### config.mk
export PLATFORM = sky130hd
export DESIGN_NAME = dec_round_select
export DESIGN_NICKNAME = d
export VERILOG_FILES = /design/src/rtl/dec_rnd_pkg.sv /design/src/rtl/dec_compound_adder.sv /design/src/rtl/dec_round_decide.sv /design/src/rtl/dec_round_select.sv
export SDC_FILE = /design/constraint.sdc
export NUM_CORES = 1
export LEC_CHECK = 0
export ABC_CLOCK_PERIOD_IN_PS = 1800
export BUFFER_PORTS_ARGS = -buffer_cell sky130_fd_sc_hd__buf_2
export CAP_MARGIN = 0
export CORE_MARGIN = 2
export CORE_UTILIZATION = 50
export DETAILED_ROUTE_END_ITERATION = 10
export GPL_TIMING_DRIVEN = 0
export PLACE_DENSITY = 0.75
export SYNTH_ARGS = -nofsm -noshare
export SYNTH_HDL_FRONTEND = slang
export SYNTH_HIERARCHICAL = 1
export SYNTH_SLANG_ARGS = --single-unit
### constraint.sdc
create_clock -name clk -period 1.8 [get_ports clk]
set_input_delay 0.36 -clock clk [delete_from_list [all_inputs] [get_ports clk]]
set_output_delay 0.36 -clock clk [all_outputs]
set_load 0.02 [all_outputs]
### src/rtl/dec_rnd_pkg.sv
package dec_rnd_pkg;
  typedef enum logic [2:0] {
    RM_HALF_EVEN = 3'd0,
    RM_HALF_UP   = 3'd1,
    RM_ZERO      = 3'd2,
    RM_POS       = 3'd3,
    RM_NEG       = 3'd4
  } rmode_e;

  localparam logic [3:0] DIGIT_NINE = 4'd9;
endpackage

### src/rtl/dec_compound_adder.sv
module dec_compound_adder #(
  parameter int P = 7
) (
  input  logic [4*P-1:0] a,
  input  logic [4*P-1:0] b,
  output logic [4*P-1:0] c0,
  output logic [4*P-1:0] c1
);
  // cy0/cy1: carry into digit i for the plain and the incremented chain
  logic [P-1:0] cy0;
  logic [P-1:0] cy1;

  assign cy0[0] = 1'b0;
  assign cy1[0] = 1'b1;

  for (genvar i = 0; i < P; i++) begin : g_dig
    logic [4:0] s0;
    logic [4:0] s1;
    logic       k0;
    logic       k1;
    assign s0 = {1'b0, a[4*i +: 4]} + {1'b0, b[4*i +: 4]} + {4'd0, cy0[i]};
    assign s1 = {1'b0, a[4*i +: 4]} + {1'b0, b[4*i +: 4]} + {4'd0, cy1[i]};
    assign k0 = (s0 > 5'd9);
    assign k1 = (s1 > 5'd9);
    assign c0[4*i +: 4] = k0 ? 4'(s0 - 5'd10) : s0[3:0];
    assign c1[4*i +: 4] = k1 ? 4'(s1 - 5'd10) : s1[3:0];
    if (i + 1 < P) begin : g_chain
      assign cy0[i+1] = k0;
      assign cy1[i+1] = k1;
    end
  end
endmodule

### src/rtl/dec_round_decide.sv
module dec_round_decide
  import dec_rnd_pkg::*;
(
  input  logic [2:0] mode,
  input  logic [3:0] rdig,
  input  logic       stk,
  input  logic       lsd_odd,
  input  logic       sign,
  output logic       up
);
  logic nonzero;
  assign nonzero = (rdig != 4'd0) || stk;

  always_comb begin
    case (mode)
      RM_HALF_EVEN: up = (rdig > 4'd5) || ((rdig == 4'd5) && (stk || lsd_odd));
      RM_HALF_UP:   up = (rdig >= 4'd5);
      RM_POS:       up = !sign && nonzero;
      RM_NEG:       up = sign && nonzero;
      default:      up = 1'b0;
    endcase
  end
endmodule

### src/rtl/dec_round_select.sv
module dec_round_select
  import dec_rnd_pkg::*;
#(
  parameter int P = 7
) (
  input  logic           clk,
  input  logic           rst_n,
  input  logic           in_valid,
  output logic           in_ready,
  input  logic [4*P-1:0] in_sum_a,
  input  logic [4*P-1:0] in_sum_b,
  input  logic [3:0]     in_guard,
  input  logic [3:0]     in_round,
  input  logic           in_sticky,
  input  logic           in_sign,
  input  logic [2:0]     in_mode,
  input  logic           in_ovf,
  output logic           out_valid,
  input  logic           out_ready,
  output logic [4*P-1:0] out_sig,
  output logic           out_inf,
  output logic           out_cls,
  output logic           out_inexact
);
  localparam int W = 4 * P;
  localparam logic [W-1:0] ALL_NINES = {P{DIGIT_NINE}};

  logic [W-1:0] c0, c1;
  logic [3:0]   msd0, msd1;
  logic         need_shift;
  logic [3:0]   rdig;
  logic         stk;
  logic         lsd_odd;
  logic         up;
  logic [3:0]   guard_inc;
  logic         ovf_to_inf;

  logic [W-1:0] nx_sig;
  logic         nx_inf, nx_cls, nx_inexact;
  logic         load;

  dec_compound_adder #(.P(P)) u_add (
    .a  (in_sum_a),
    .b  (in_sum_b),
    .c0 (c0),
    .c1 (c1)
  );

  assign msd0       = c0[W-1 -: 4];
  assign msd1       = c1[W-1 -: 4];
  assign need_shift = (msd0 == 4'd0);

  // effective round digit, sticky and last kept digit after the optional shift
  assign rdig    = need_shift ? in_round : in_guard;
  assign stk     = need_shift ? in_sticky : ((in_round != 4'd0) || in_sticky);
  assign lsd_odd = need_shift ? in_guard[0] : c0[0];

  dec_round_decide u_dec (
    .mode    (in_mode),
    .rdig    (rdig),
    .stk     (stk),
    .lsd_odd (lsd_odd),
    .sign    (in_sign),
    .up      (up)
  );

  assign guard_inc = in_guard + 4'd1;

  always_comb begin
    case (in_mode)
      RM_HALF_EVEN, RM_HALF_UP: ovf_to_inf = 1'b1;
      RM_POS:                   ovf_to_inf = !in_sign;
      RM_NEG:                   ovf_to_inf = in_sign;
      default:                  ovf_to_inf = 1'b0;
    endcase
  end

  always_comb begin
    nx_inf     = 1'b0;
    nx_cls     = 1'b0;
    nx_inexact = (rdig != 4'd0) || stk;
    nx_sig     = c0;
    if (in_ovf) begin
      nx_inf     = ovf_to_inf;
      nx_sig     = ovf_to_inf ? '0 : ALL_NINES;
      nx_inexact = 1'b1;
    end else if (!need_shift) begin
      nx_sig = up ? c1 : c0;
    end else if (!up) begin
      nx_sig = {c0[W-5:0], in_guard};
      nx_cls = 1'b1;
    end else if (in_guard != DIGIT_NINE) begin
      nx_sig = {c0[W-5:0], guard_inc};
      nx_cls = 1'b1;
    end else if (msd1 == 4'd0) begin
      nx_sig = {c1[W-5:0], 4'd0};
      nx_cls = 1'b1;
    end else begin
      // zero followed by nines rounded past the top: take C1 unshifted
      nx_sig = c1;
    end
  end

  assign in_ready = !out_valid || out_ready;
  assign load     = in_valid && in_ready;

  always_ff @(posedge clk or negedge rst_n) begin
    if (!rst_n) begin
      out_valid   <= 1'b0;
      out_sig     <= '0;
      out_inf     <= 1'b0;
      out_cls     <= 1'b0;
      out_inexact <= 1'b0;
    end else begin
      if (in_ready) out_valid <= in_valid;
      if (load) begin
        out_sig     <= nx_sig;
        out_inf     <= nx_inf;
        out_cls     <= nx_cls;
        out_inexact <= nx_inexact;
      end
    end
  end
endmodule

==> qor.yml <==
path_class: "input pin to flop"
violations: "negative setup slack"
final_nets: 1215
ys_types: 89
synth.area.top_cells: "ha_1 (15%), dfrtp_1 (12%), mux2i_1 (8.2%), nand2_1 (5.3%), xnor2_1 (5.1%)"
crit_path_end_kind: "flop"
grt_max_degree: 33
critPathMaxFanout: 5
cp.arrival_ns: 13.82
irDropWorstVdd_mv: 0.729
grt_pass1_vias: 6765
r2r-start: "out_valid$_DFFE_PN0N_"
setup_viol: 30
tightestPinTransition_ns: 1.10
drive_gt1_share_pct: 41.0
syn_area_um2: 6860
dp_worst_setup_slack_ns: -13.29
tritoncts: "done"
die_y_um: 121
post-route-cell-area_um2: 10000
yosysWarnings: 6
htreeDepth: 2
worstSkewPairLatency_ns: 0.29
drt_iter0_markers: 608
initial_core_util_pct: 51.4
via_per_inst: 6.32
synth_top_area_share_pct: 15.3
clock.fmax_mhz: 73.2
yosysMostFrequentCell: "nand2_1"
yosysSeqAreaShare_pct: 11.7
antenna_cells: 0
worstSetupStartpointType: "input pin"
place.gp.congestion: 0.912
grt.overflow.total: 0
layout_setup_ws_ns: -11.86
hold_path.class: "input pin to async pin"
slowest_delay_ns: 0.63
ys_ff_latch: 32
rsz0062_at_grt: "yes"
firstDrtPassIters: 6
hold_viol: 0
worst_path_max_delay_cell: "or4_4"
power_leakage_uw: 0.00431
slew_headroom_pct: 25.9
clockBufferDepth: 2
cts_inserted_buffers: 5
core_area_um2: 13300
antenna_left: 0
p_per_area_nw_per_um2: 1310
period_minus_slack_ns: 13.66
ios: 107
cts.clk_slew.worst_paths_ns: 0.06
fin_crit_sh_pct: 759
cts-root-buf: "clkbuf_16"
track_usage_pct: 26.7
timing.critical_path.mode_cell: "ha_4"
die-area_um2: 14700
yosys-top-cells-count: "nand2_1 (97), ha_1 (84), nor2_1 (65), mux2i_1 (56), a21oi_1 (43)"
netlist_instances: 847
holdBufCountCts: 0
rows: 42
drc_errors: 0
dp_hpwl_um: 15100
antenna_found_initial: 0
routed_wl_um: 23400
synthFlopType: "dfrtp_1"
synth_nets: 1012
maxCapViolCount: 0
grt_pass1_wl_um: 32200
synth_top_area_cell: "ha_1"
fp.dieW_um: 121
fin_skew_ns: 0.00788
wire_per_inst_um: 19.1
area_delta_synth_final_pct: 45.9
synthArstFlopShare_pct: 100
n_fill_cell: 931
required_ns: 1.96
status: "finished with violations"
cts_sinks: 32
dr_total_vias: 7754
cp-startpoint: "in_sum_b[0]"
io_buffers: 106
place_area_um2: 8110
maxSlewViolCount: 0
synth_area_per_cell_um2: 8.10
synth-edff-count: 0
## worst paths after layout
| path | depth (start not counted) | end | slack, ns |
|---|---|---|---|
| max | 75 | out_sig[14]$_DFFE_PN0P_ | -11.86 |
| max reg2reg | 8 | out_sig[3]$_DFFE_PN0P_ | -0.09 |
| min reg2reg | 1 | out_inexact$_DFFE_PN0P_ | 0.47 |
| min in group clk | 2 | out_valid$_DFFE_PN0N_ | 0.32 |
| max in group asynchronous | 1 | out_sig[4]$_DFFE_PN0P_ | 1.12 |
| min | 1 | out_sig[0]$_DFFE_PN0P_ | 0.16 |
## critical path, delay by kind of cell
family                     cells  cell delay (ns)
buffers and inverters          9             1.28
muxes                          3             0.51
adders and majority gates     18             3.89
xor gates and xnor gates       3             0.77
AOI/OAI and AO/OA             23             4.59
and+or+nand+nor               19             2.45
## state kept, by name (all words and copies together), names as in the netlist
register	flops
out_valid	1
out_sig	28
out_cls	1
out_inexact	1
out_inf	1
## kinds of logic (layout without fill, tap and decap cells)
| family | count (synthesis) | after routing | share of synthesized area, % |
|---|---|---|---|
| buffers and inverters | 62 | 265 | 5.36 |
| and+or+nand+nor | 307 | 307 | 22.2 |
| AOI/OAI and AO/OA | 229 | 229 | 24.6 |
| DFF | 32 | 32 | 11.7 |
| xor gates and xnor gates | 67 | 67 | 10.1 |
| muxes | 57 | 57 | 8.33 |
| adders and majority gates | 93 | 93 | 17.7 |
## metal layers
| layer | global-route usage, % | vias up | routed length, um |
|---|---|---|---|
| met5 | 0 | - | 0 |
| li1 | - | 3599 | - |
| met2 | 47.5 | 387 | 11600 |
| met4 | 6.82 | 0 | 767 |
| met1 | 34.9 | 3688 | 9470 |
| met3 | 2.11 | 80 | 1530 |
## through the flow
stage	power [uW]	std cells	hold slack, ns	util (%)	TNS (ns)
after CTS	10800	1163	0.189	65.1	-357.10
after global placement	8940	1129	0.458	60.8	-385.57
after global routing	13800	1226	0.220	75.0	-367.71
after floorplan	7250	847	0.0644	-	-335.88
final	13100	1226	0.162	75.0	-350.42
after detailed placement	9050	1129	0.460	60.8	-390.96
## cell type report
| class | count | area [um^2] | share of cell area (%) |
|---|---|---|---|
| multi-input cells | 753 | 7060 | 70.5 |
| repair buffers | 199 | 1360 | 13.6 |
| flip-flops and latches | 32 | 801 | 8.00 |
| plain buffers | 30 | 295 | 2.95 |
| well taps | 176 | 220 | 2.20 |
| clock buffers | 7 | 153 | 1.52 |
| inverters | 29 | 125 | 1.25 |
## repair_timing
action	CTS	global route
gates cloned	0	4
pin swaps	24	88
setup endpoints to repair	30	30
gates resized for setup	40	157
buffers inserted	27	62
## cells in the final DEF (no fill, tap or decap), drive strengths merged, types with 13 or more instances in the layout
master	count
xor2	20
mux2i	56
buf	211
ha	84
nand3	22
a211o	19
o21ai	13
a21boi	16
a31oi	18
nor3	31
a21oi	46
nand2	97
and3	13
xnor2	41
or3	14
a211oi	17
nand4	18
dfrtp	32
clkbuf	25
a21o	27
inv	28
nor2	67
## power by group
group / switching [uW] / internal, uW / total (uW)
clock: 346 / 582 / 928
combinational: 5900 / 5050 / 10900
sequential: 215 / 987 / 1200
(Power assumes the default switching activity.)
